$ cat src/rtl/cmd_i2c_pkg.sv
package cmd_i2c_pkg;

    localparam int BYTE_W = 8;
    localparam int CMD_W  = 2 * BYTE_W;

    typedef enum logic [2:0] {
        ST_IDLE,
        ST_ADDR,
        ST_ADDR_ACK,
        ST_HI,
        ST_HI_ACK,
        ST_LO,
        ST_LO_ACK,
        ST_SKIP
    } tgt_state_t;

    typedef struct packed {
        logic start;
        logic stop;
        logic rise;
        logic fall;
    } bus_evt_t;

endpackage

$ cat src/rtl/cmd_i2c_glitch_filter.sv
module cmd_i2c_glitch_filter #(
    parameter int SYNC_STAGES = 2,
    parameter int FILT_LEN    = 3
) (
    input  logic clk,
    input  logic rst_n,
    input  logic raw_i,
    output logic clean_o
);
    localparam int CNT_W = $clog2(FILT_LEN + 1);

    logic [SYNC_STAGES-1:0] sync_q;
    logic [CNT_W-1:0]       run_q;
    logic                   synced;

    assign synced = sync_q[SYNC_STAGES-1];

    // Synchronizer chain; idle bus level is high.
    always_ff @(posedge clk or negedge rst_n) begin
        if (!rst_n) sync_q <= '1;
        else        sync_q <= {sync_q[SYNC_STAGES-2:0], raw_i};
    end

    // Output follows only after FILT_LEN consecutive differing samples.
    always_ff @(posedge clk or negedge rst_n) begin
        if (!rst_n) begin
            clean_o <= 1'b1;
            run_q   <= '0;
        end else if (synced == clean_o) begin
            run_q <= '0;
        end else if (run_q == CNT_W'(FILT_LEN - 1)) begin
            clean_o <= synced;
            run_q   <= '0;
        end else begin
            run_q <= run_q + 1'b1;
        end
    end
endmodule

$ cat src/rtl/cmd_i2c_bus_events.sv
module cmd_i2c_bus_events
    import cmd_i2c_pkg::*;
(
    input  logic     clk,
    input  logic     rst_n,
    input  logic     scl_f,
    input  logic     sda_f,
    output bus_evt_t evt_o
);
    logic scl_q, sda_q;

    always_ff @(posedge clk or negedge rst_n) begin
        if (!rst_n) begin
            scl_q <= 1'b1;
            sda_q <= 1'b1;
        end else begin
            scl_q <= scl_f;
            sda_q <= sda_f;
        end
    end

    always_comb begin
        evt_o.start = scl_q & scl_f & sda_q & ~sda_f;
        evt_o.stop  = scl_q & scl_f & ~sda_q & sda_f;
        evt_o.rise  = ~scl_q & scl_f;
        evt_o.fall  = scl_q & ~scl_f;
    end
endmodule

$ cat src/rtl/cmd_i2c_word_store.sv
module cmd_i2c_word_store
    import cmd_i2c_pkg::*;
#(
    parameter logic [CMD_W-1:0] RESET_WORD = 16'hFF00
) (
    input  logic              clk,
    input  logic              rst_n,
    input  logic              hi_take,
    input  logic              lo_take,
    input  logic [BYTE_W-1:0] byte_in,
    input  logic              stop_seen,
    output logic [CMD_W-1:0]  cmd_word,
    output logic              cmd_commit,
    output logic              busy
);
    logic [BYTE_W-1:0] stage_hi_q;
    logic [CMD_W-1:0]  hold_q;
    logic              pending_q;
    logic              fire;

    // A Stop commits only a complete pair not overtaken by a new partial one.
    assign fire = stop_seen & pending_q & ~busy;

    always_ff @(posedge clk or negedge rst_n) begin
        if (!rst_n) begin
            stage_hi_q <= RESET_WORD[CMD_W-1:BYTE_W];
            hold_q     <= RESET_WORD;
            pending_q  <= 1'b0;
            busy       <= 1'b0;
            cmd_word   <= RESET_WORD;
            cmd_commit <= 1'b0;
        end else begin
            cmd_commit <= fire;
            if (hi_take) begin
                stage_hi_q <= byte_in;
                busy       <= 1'b1;
            end
            if (lo_take) begin
                hold_q    <= {stage_hi_q, byte_in};
                pending_q <= 1'b1;
                busy      <= 1'b0;
            end
            if (fire) begin
                cmd_word  <= hold_q;
                pending_q <= 1'b0;
            end
        end
    end
endmodule

$ cat src/rtl/cmd_i2c_target.sv
module cmd_i2c_target
    import cmd_i2c_pkg::*;
#(
    parameter logic [6:0]       DEV_ADDR    = 7'b0001001,
    parameter int               SYNC_STAGES = 2,
    parameter int               FILT_LEN    = 3,
    parameter logic [CMD_W-1:0] RESET_WORD  = 16'hFF00
) (
    input  logic             clk,
    input  logic             rst_n,
    input  logic             uvlo,
    input  logic             scl_i,
    input  logic             sda_i,
    output logic             sda_pull,
    output logic [CMD_W-1:0] cmd_word,
    output logic             cmd_commit
);
    localparam int                CNT_W     = $clog2(BYTE_W + 1);
    localparam logic [BYTE_W-1:0] ADDR_BYTE = {DEV_ADDR, 1'b0};
    localparam int                N_LINES   = 2;

    logic               rst_any_n;
    logic [N_LINES-1:0] raw_lines, clean_lines;
    logic               scl_f, sda_f;
    bus_evt_t           evt;
    logic               evt_start, evt_stop;

    tgt_state_t         state_q, state_d;
    logic [CNT_W-1:0]   bits_q, bits_d;
    logic [BYTE_W-1:0]  shift_q, shift_d;
    logic               hi_take, lo_take;
    logic               busy;
    logic               byte_full;

    assign rst_any_n = rst_n & ~uvlo;
    assign raw_lines = {scl_i, sda_i};

    for (genvar gi = 0; gi < N_LINES; gi++) begin : g_line
        cmd_i2c_glitch_filter #(
            .SYNC_STAGES(SYNC_STAGES),
            .FILT_LEN   (FILT_LEN)
        ) u_flt (
            .clk    (clk),
            .rst_n  (rst_any_n),
            .raw_i  (raw_lines[gi]),
            .clean_o(clean_lines[gi])
        );
    end

    assign scl_f = clean_lines[1];
    assign sda_f = clean_lines[0];

    cmd_i2c_bus_events u_evt (
        .clk  (clk),
        .rst_n(rst_any_n),
        .scl_f(scl_f),
        .sda_f(sda_f),
        .evt_o(evt)
    );

    assign evt_start = evt.start;
    assign evt_stop  = evt.stop;
    assign byte_full = (bits_q == CNT_W'(BYTE_W));

    // Next-state logic
    always_comb begin
        state_d = state_q;
        bits_d  = bits_q;
        shift_d = shift_q;
        hi_take = 1'b0;
        lo_take = 1'b0;
        if (evt.start) begin
            state_d = ST_ADDR;
            bits_d  = '0;
        end else if (evt.stop) begin
            state_d = ST_IDLE;
            bits_d  = '0;
        end else begin
            unique case (state_q)
                ST_IDLE: ;
                ST_SKIP: ;
                ST_ADDR, ST_HI, ST_LO: begin
                    if (evt.rise && !byte_full) begin
                        shift_d = {shift_q[BYTE_W-2:0], sda_f};
                        bits_d  = bits_q + 1'b1;
                    end else if (evt.fall && byte_full) begin
                        bits_d = '0;
                        if (state_q == ST_ADDR) begin
                            state_d = (shift_q == ADDR_BYTE) ? ST_ADDR_ACK : ST_SKIP;
                        end else if (state_q == ST_HI) begin
                            state_d = ST_HI_ACK;
                            hi_take = 1'b1;
                        end else begin
                            state_d = ST_LO_ACK;
                            lo_take = 1'b1;
                        end
                    end
                end
                ST_ADDR_ACK: if (evt.fall) state_d = ST_HI;
                ST_HI_ACK:   if (evt.fall) state_d = ST_LO;
                ST_LO_ACK:   if (evt.fall) state_d = ST_SKIP;
            endcase
        end
    end

    // State register
    always_ff @(posedge clk or negedge rst_any_n) begin
        if (!rst_any_n) begin
            state_q <= ST_IDLE;
            bits_q  <= '0;
            shift_q <= '0;
        end else begin
            state_q <= state_d;
            bits_q  <= bits_d;
            shift_q <= shift_d;
        end
    end

    // Output register: pull-down follows the acknowledge states
    always_ff @(posedge clk or negedge rst_any_n) begin
        if (!rst_any_n) begin
            sda_pull <= 1'b0;
        end else begin
            sda_pull <= (state_d == ST_ADDR_ACK) || (state_d == ST_HI_ACK) ||
                        (state_d == ST_LO_ACK);
        end
    end

    cmd_i2c_word_store #(
        .RESET_WORD(RESET_WORD)
    ) u_store (
        .clk       (clk),
        .rst_n     (rst_any_n),
        .hi_take   (hi_take),
        .lo_take   (lo_take),
        .byte_in   (shift_q),
        .stop_seen (evt.stop),
        .cmd_word  (cmd_word),
        .cmd_commit(cmd_commit),
        .busy      (busy)
    );
endmodule

$ cat config.mk
export PLATFORM = sky130hd
export DESIGN_NAME = cmd_i2c_target
export DESIGN_NICKNAME = d
export VERILOG_FILES = /design/src/rtl/cmd_i2c_pkg.sv /design/src/rtl/cmd_i2c_glitch_filter.sv /design/src/rtl/cmd_i2c_bus_events.sv /design/src/rtl/cmd_i2c_word_store.sv /design/src/rtl/cmd_i2c_target.sv
export SDC_FILE = /design/constraint.sdc
export NUM_CORES = 1
export LEC_CHECK = 0
export BUFFER_PORTS_ARGS = -buffer_cell sky130_fd_sc_hd__buf_2
export CAP_MARGIN = 20
export CORE_AREA = 2 2 79 81
export CTS_BUF_LIST = sky130_fd_sc_hd__clkbuf_8
export DETAILED_ROUTE_END_ITERATION = 16
export DIE_AREA = 0 0 81 83
export HOLD_SLACK_MARGIN = 0.15
export PLACE_DENSITY = 0.76
export SETUP_SLACK_MARGIN = 0.15
export SLEW_MARGIN = 15
export SYNTH_ARGS = -nofsm -noshare
export SYNTH_HDL_FRONTEND = slang
export SYNTH_SLANG_ARGS = --single-unit
$ cat constraint.sdc
create_clock -name clk -period 5.7 [get_ports clk]
set_input_delay 1.425 -clock clk [delete_from_list [all_inputs] [get_ports clk]]
set_output_delay 1.425 -clock clk [all_outputs]
set_load 0.02 [all_outputs]
== Word-level counts from Yosys, hierarchy flattened ==
Cells that the tools add are included.

* Input bits: 5
* Register bits after elaboration: 71
* Logic and storage cells: 108
* Output and inout port bits: 18

* Add/sub/neg operators: 3
* Eq/ne operators: 15
* Muxes and demuxes: 38
* Bitwise logic cells: 20
* Reduce and logical (&&, ||, !) cells: 14

{| class="wikitable"
|+ Operators with widths
! operator !! number
|-
| 3-bit two-way mux || 9
|-
| 4-bit two-way mux || 5
|-
| 1-bit two-way mux || 18
|-
| 3-bit == test (second input constant) || 5
|-
| 3-bit one-hot mux with 4 select lines || 1
|-
| 1-bit AND || 10
|-
| 2-bit two-way mux || 5
|-
| 1-bit NOT || 10
|-
| 3-bit by 2-bit == test with 1-bit output (second input constant) || 3
|-
| 8-bit by 5-bit == test with 1-bit output (second input constant) || 1
|-
| 2-bit AND reduction || 3
|-
| 2-bit by 1-bit adder with 2-bit output (second input constant) || 2
|-
| 4-bit by 1-bit adder with 4-bit output (second input constant) || 1
|-
| 2-bit == test (second input constant) || 2
|-
| 4-bit == test (second input constant) || 1
|-
| 4-bit AND reduction || 1
|-
| 2-bit nonzero test || 2
|-
| 4-bit nonzero test || 1
|-
| 3-bit by 1-bit == test with 1-bit output (second input constant) || 1
|-
| 3-bit nonzero test || 1
|-
| 3-bit OR reduction || 1
|-
| 1-bit == test || 2
|-
| 1-bit logical AND || 2
|-
| 1-bit logical OR || 2
|-
| 1-bit logical NOT || 1
|}

== Logic depth before layout (Yosys ltp) ==
* Depth after elaboration: 11
* Depth in mapped cells: 8
* Gate-level depth less buffers: 6

== Hierarchy ==
From an unflattened synthesis, not the netlist that was laid out.

* Cells, all modules: 189
* Area, all modules: 2956.6 um2

{| class="wikitable"
|+ By module, submodules not included
! module !! times used !! area each (um2) !! seq. area each (um2) !! cells an instance
|-
| cmd_i2c_word_store || 1 || 1654.1 || 1106.1 || 92
|-
| cmd_i2c_target || 1 || 857.1 || 400.4 || 71
|-
| cmd_i2c_glitch_filter || 2 || 178.9 || 128.9 || 10
|-
| cmd_i2c_bus_events || 1 || 87.6 || 52.6 || 6
|}

== Worst setup path after synthesis ==
OpenSTA, ideal clock, no wires.

* Kind: register -> output
* Start: reg u_store.cmd_word[10]
* End: out cmd_word[10]
* Required time: 4275 ps
* Path buffers: 0
* Data arrival time: 561 ps
* Path slack: 3714 ps
* Cell stages (with the launch flop): 1
* Cell sequence: dfstp_2

{| class="wikitable"
|+ RTL lines
! what !! line !! text
|-
| start: declaration || cmd_i2c_word_store.sv:12 || <nowiki>output logic [CMD_W-1:0] cmd_word,</nowiki>
|-
| start signal: assignment || cmd_i2c_word_store.sv:44 || <nowiki>cmd_word <= hold_q;</nowiki>
|-
| end: declaration || cmd_i2c_target.sv:15 || <nowiki>output logic [CMD_W-1:0] cmd_word,</nowiki>
|}

No word-level cell between the ends.

== Final worst setup path ==
* Start: reg u_store.cmd_word[15]
* End: out cmd_word[15]

No word-level cell between the ends.

==> reports/results.txt <==
Area Growth Syn to Fin = 14.7%
sequential cell area fraction in the yosys report = 63.4%
vias = 1637
status = finished clean
Antenna Cells = 0
HPWL Detailed = 2730 um
Top Ports = 23
CTS Sinks = 71
Setup Buffers After CTS = 0
Synth cell types = 39
crit-path max FO = 2
Worst EP required = 4280 ps
DR iter-0 viols = 68
Post-CTS Hold Buffers = 0
Fin. Hold Viols = 0
crit-path cells = buf_2
Clk Latency, worst-skew pair = 350 ps
Ys Warns = 0
CP top delay family = flip-flops
worst vdd ir = 0.000237 V
Congestion Overflow GR = 0
most used routing layer in global routing = met2
Pleak = 1.60 nW
Period minus WS final = 2450 ps
largest net degree at the start of global routing = 72
Worst Path Arrival = 1030 ps
worst min path class = reg2reg
Worst setup EP type = output pin
final count of pins violating max slew = 0
Tot GR Track Use = 15.1%
die height = 83 um
critical path class = reg2out
met1 usage = 19.4%
initial antenna violation count = 0
setup_tns = 0 ps
Tot Pwr = 1.19 mW
global-route met2 utilization = 21.6%
per-cell routed wire length = 13.6 um
Root Driver = clkbuf_8
Power Dens Cells = 363 nW/um^2
Mapped Cells = 208
port bufs = 22
Post-Syn Area = 2870 sq um
vias in the first global route = 1684
post-CTS sizing = 0
PnR worst setup slack = 3250 ps
Setup crit start kind = register
first-pass GRT wire length = 7680 um
unrepaired setup endpoints after global routing = no
Die Footprint = 6720 sq um
crit path max-delay cell type = dfstp_2
Synth Net Count = 215
Yosys reg bits = 71
setup violators final = 0
Placer Congestion = 0.802
Worst Tran Pin Value = 836 ps
# rows = 28
Avg Vias per Cell = 5.15
met3 usage = 5.33%
CTS tree = built
Worst-path clk slew = 80 ps
clk_skew = 10.6 ps
dpl ws = 3320 ps
clock buffer depth = 2
H-tree Lvls = 3
starting density of the core = 49.3%
worst stage delay on the critical path = 530 ps
max cap viols = 0
Pre-antenna DRT Iters = 4
fmax = 0.407 GHz
Final ANT Viol Nets = 0
Residual DRC = 0
Avg Inst Size Synth = 13.8 sq um
share of layout cells above drive strength 1 = 49.4%
Die X = 81 um
Nets = 245
core box area = 5820 sq um
cts bufs inserted = 9
buffers and inverters on the worst path = 1
worst relative slew slack = 44.3%
Finished Core Util = 56.5%
final WL = 4310 um
Tcrit/Tclk final = 43.1%
flip-flops by register name, summed over array words and instances, names as in the netlist, 2 cells and up:
name,cells
g_line.u_flt.run_q,4
u_store.cmd_word,16
u_store.hold_q,16
state_q,3
bits_q,4
u_store.stage_hi_q,8
shift_q,8
g_line.u_flt.clean_o,2
g_line.u_flt.sync_q,4
layer usage:
metal | wire length, um | vias to the layer above | share of wire, %
li1 | - | 779 | -
met1 | 2100 | 813 | 49
met2 | 1890 | 34 | 44
met3 | 198 | 11 | 4.6
met4 | 126 | 0 | 2.9
met5 | 0 | - | 0
final cells by class:
type	count	area, sq um
Timing Repair Buffer	24	129
Clock buffer	10	138
Clock inverter	6	85.1
Multi-Input combinational cell	126	1000
Fill cell	497	2530
Tap cell	75	93.8
Inverter	6	22.5
Sequential cell	71	1820
cells in the mapped netlist:
| cell type | n | area share [%] |
|---|---|---|
| a311o_1 | 1 | 0.35 |
| mux2i_1 | 3 | 1.0 |
| dfrtp_1 | 39 | 34 |
| o21bai_1 | 1 | 0.26 |
| or2_2 | 1 | 0.22 |
| a221oi_2 | 1 | 0.52 |
| xnor2_1 | 2 | 0.61 |
| nor2_1 | 7 | 0.92 |
| nor4b_1 | 1 | 0.31 |
| inv_1 | 6 | 0.79 |
| clkbuf_1 | 1 | 0.13 |
| o21ai_0 | 2 | 0.35 |
| dfstp_2 | 32 | 29 |
| ha_1 | 2 | 0.87 |
| and3b_1 | 1 | 0.31 |
| a21o_1 | 1 | 0.26 |
| nor4b_4 | 1 | 0.83 |
| buf_6 | 1 | 0.39 |
| nand2b_1 | 3 | 0.66 |
| a31o_2 | 1 | 0.31 |
| a31oi_1 | 1 | 0.22 |
| a41oi_1 | 1 | 0.31 |
| nand3_1 | 1 | 0.17 |
| or3_4 | 1 | 0.39 |
| nor3_1 | 2 | 0.35 |
| and3_1 | 1 | 0.22 |
| nand2_1 | 30 | 3.9 |
| nor2b_1 | 4 | 0.87 |
| buf_4 | 1 | 0.26 |
| nor3b_1 | 2 | 0.52 |
| mux2_2 | 42 | 17 |
| and3b_2 | 1 | 0.35 |
| a21boi_0 | 1 | 0.26 |
| and4b_1 | 3 | 1.0 |
| a21oi_1 | 5 | 0.87 |
| nand3b_1 | 1 | 0.26 |
| o2111ai_1 | 1 | 0.31 |
| and2b_1 | 1 | 0.26 |
| buf_2 | 2 | 0.35 |
power breakdown:
part | switching (mW) | internal (mW) | total [mW]
sequential | 0.0501 | 0.562 | 0.612
clock | 0.182 | 0.257 | 0.439
combinational | 0.0770 | 0.0642 | 0.141
layout by cell type, fill, tap and decap left out, types with 2 or more instances in the layout:
cell,n
mux2_2,42
dfrtp_1,39
dfstp_2,32
nand2_1,30
buf_2,22
clkbuf_8,10
inv_1,7
nor2_1,7
a21oi_1,5
nand2b_1,3
and4b_1,3
nor2b_1,3
mux2i_1,3
o21ai_0,2
xnor2_1,2
nor3_1,2
nor3b_1,2
ha_1,2
bufinv_16,2
metrics by stage:
stage               hold WS [ps]  instances  instance area [sq um]
floorplan                    345        208                   2870
global placement             346        301                   3050
detailed placement           347        301                   3050
CTS                          358        317                   3270
global route                 361        318                   3290
finish                       357        318                   3290
worst paths after layout:
check                                                     from  slack, ps  cells past startpoint                             endpoint
setup / recovery              u_store.cmd_word[15]$_DFFE_PN1P_       3250                      1                         cmd_word[15]
hold / removal             g_line[0].u_flt.sync_q[0]$_DFF_PN1_        360                      0  g_line[0].u_flt.sync_q[1]$_DFF_PN1_
setup reg to reg                         bits_q[1]$_DFFE_PN0P_       3450                      5        u_store.hold_q[7]$_DFFE_PN0P_
hold reg to reg            g_line[0].u_flt.sync_q[0]$_DFF_PN1_        360                      0  g_line[0].u_flt.sync_q[1]$_DFF_PN1_
max in group asynchronous                                 uvlo       3760                      3               shift_q[0]$_DFFE_PN0P_
min in group asynchronous                                rst_n       1380                      3                bits_q[1]$_DFFE_PN0P_
cells by family after synthesis:
| group | Yosys count | share of synthesized area (%) |
|---|---|---|
| AO/OA/AOI/OAI | 16 | 4.02 |
| XOR/XNOR | 2 | 0.611 |
| adder cells (fa/ha/maj) | 2 | 0.873 |
| buffers and inverters | 11 | 1.92 |
| flip-flops | 71 | 63.4 |
| multiplexers | 45 | 17.6 |
| AND/OR/NAND/NOR | 61 | 11.6 |
Note: power is estimated with default switching activity, not from simulation.
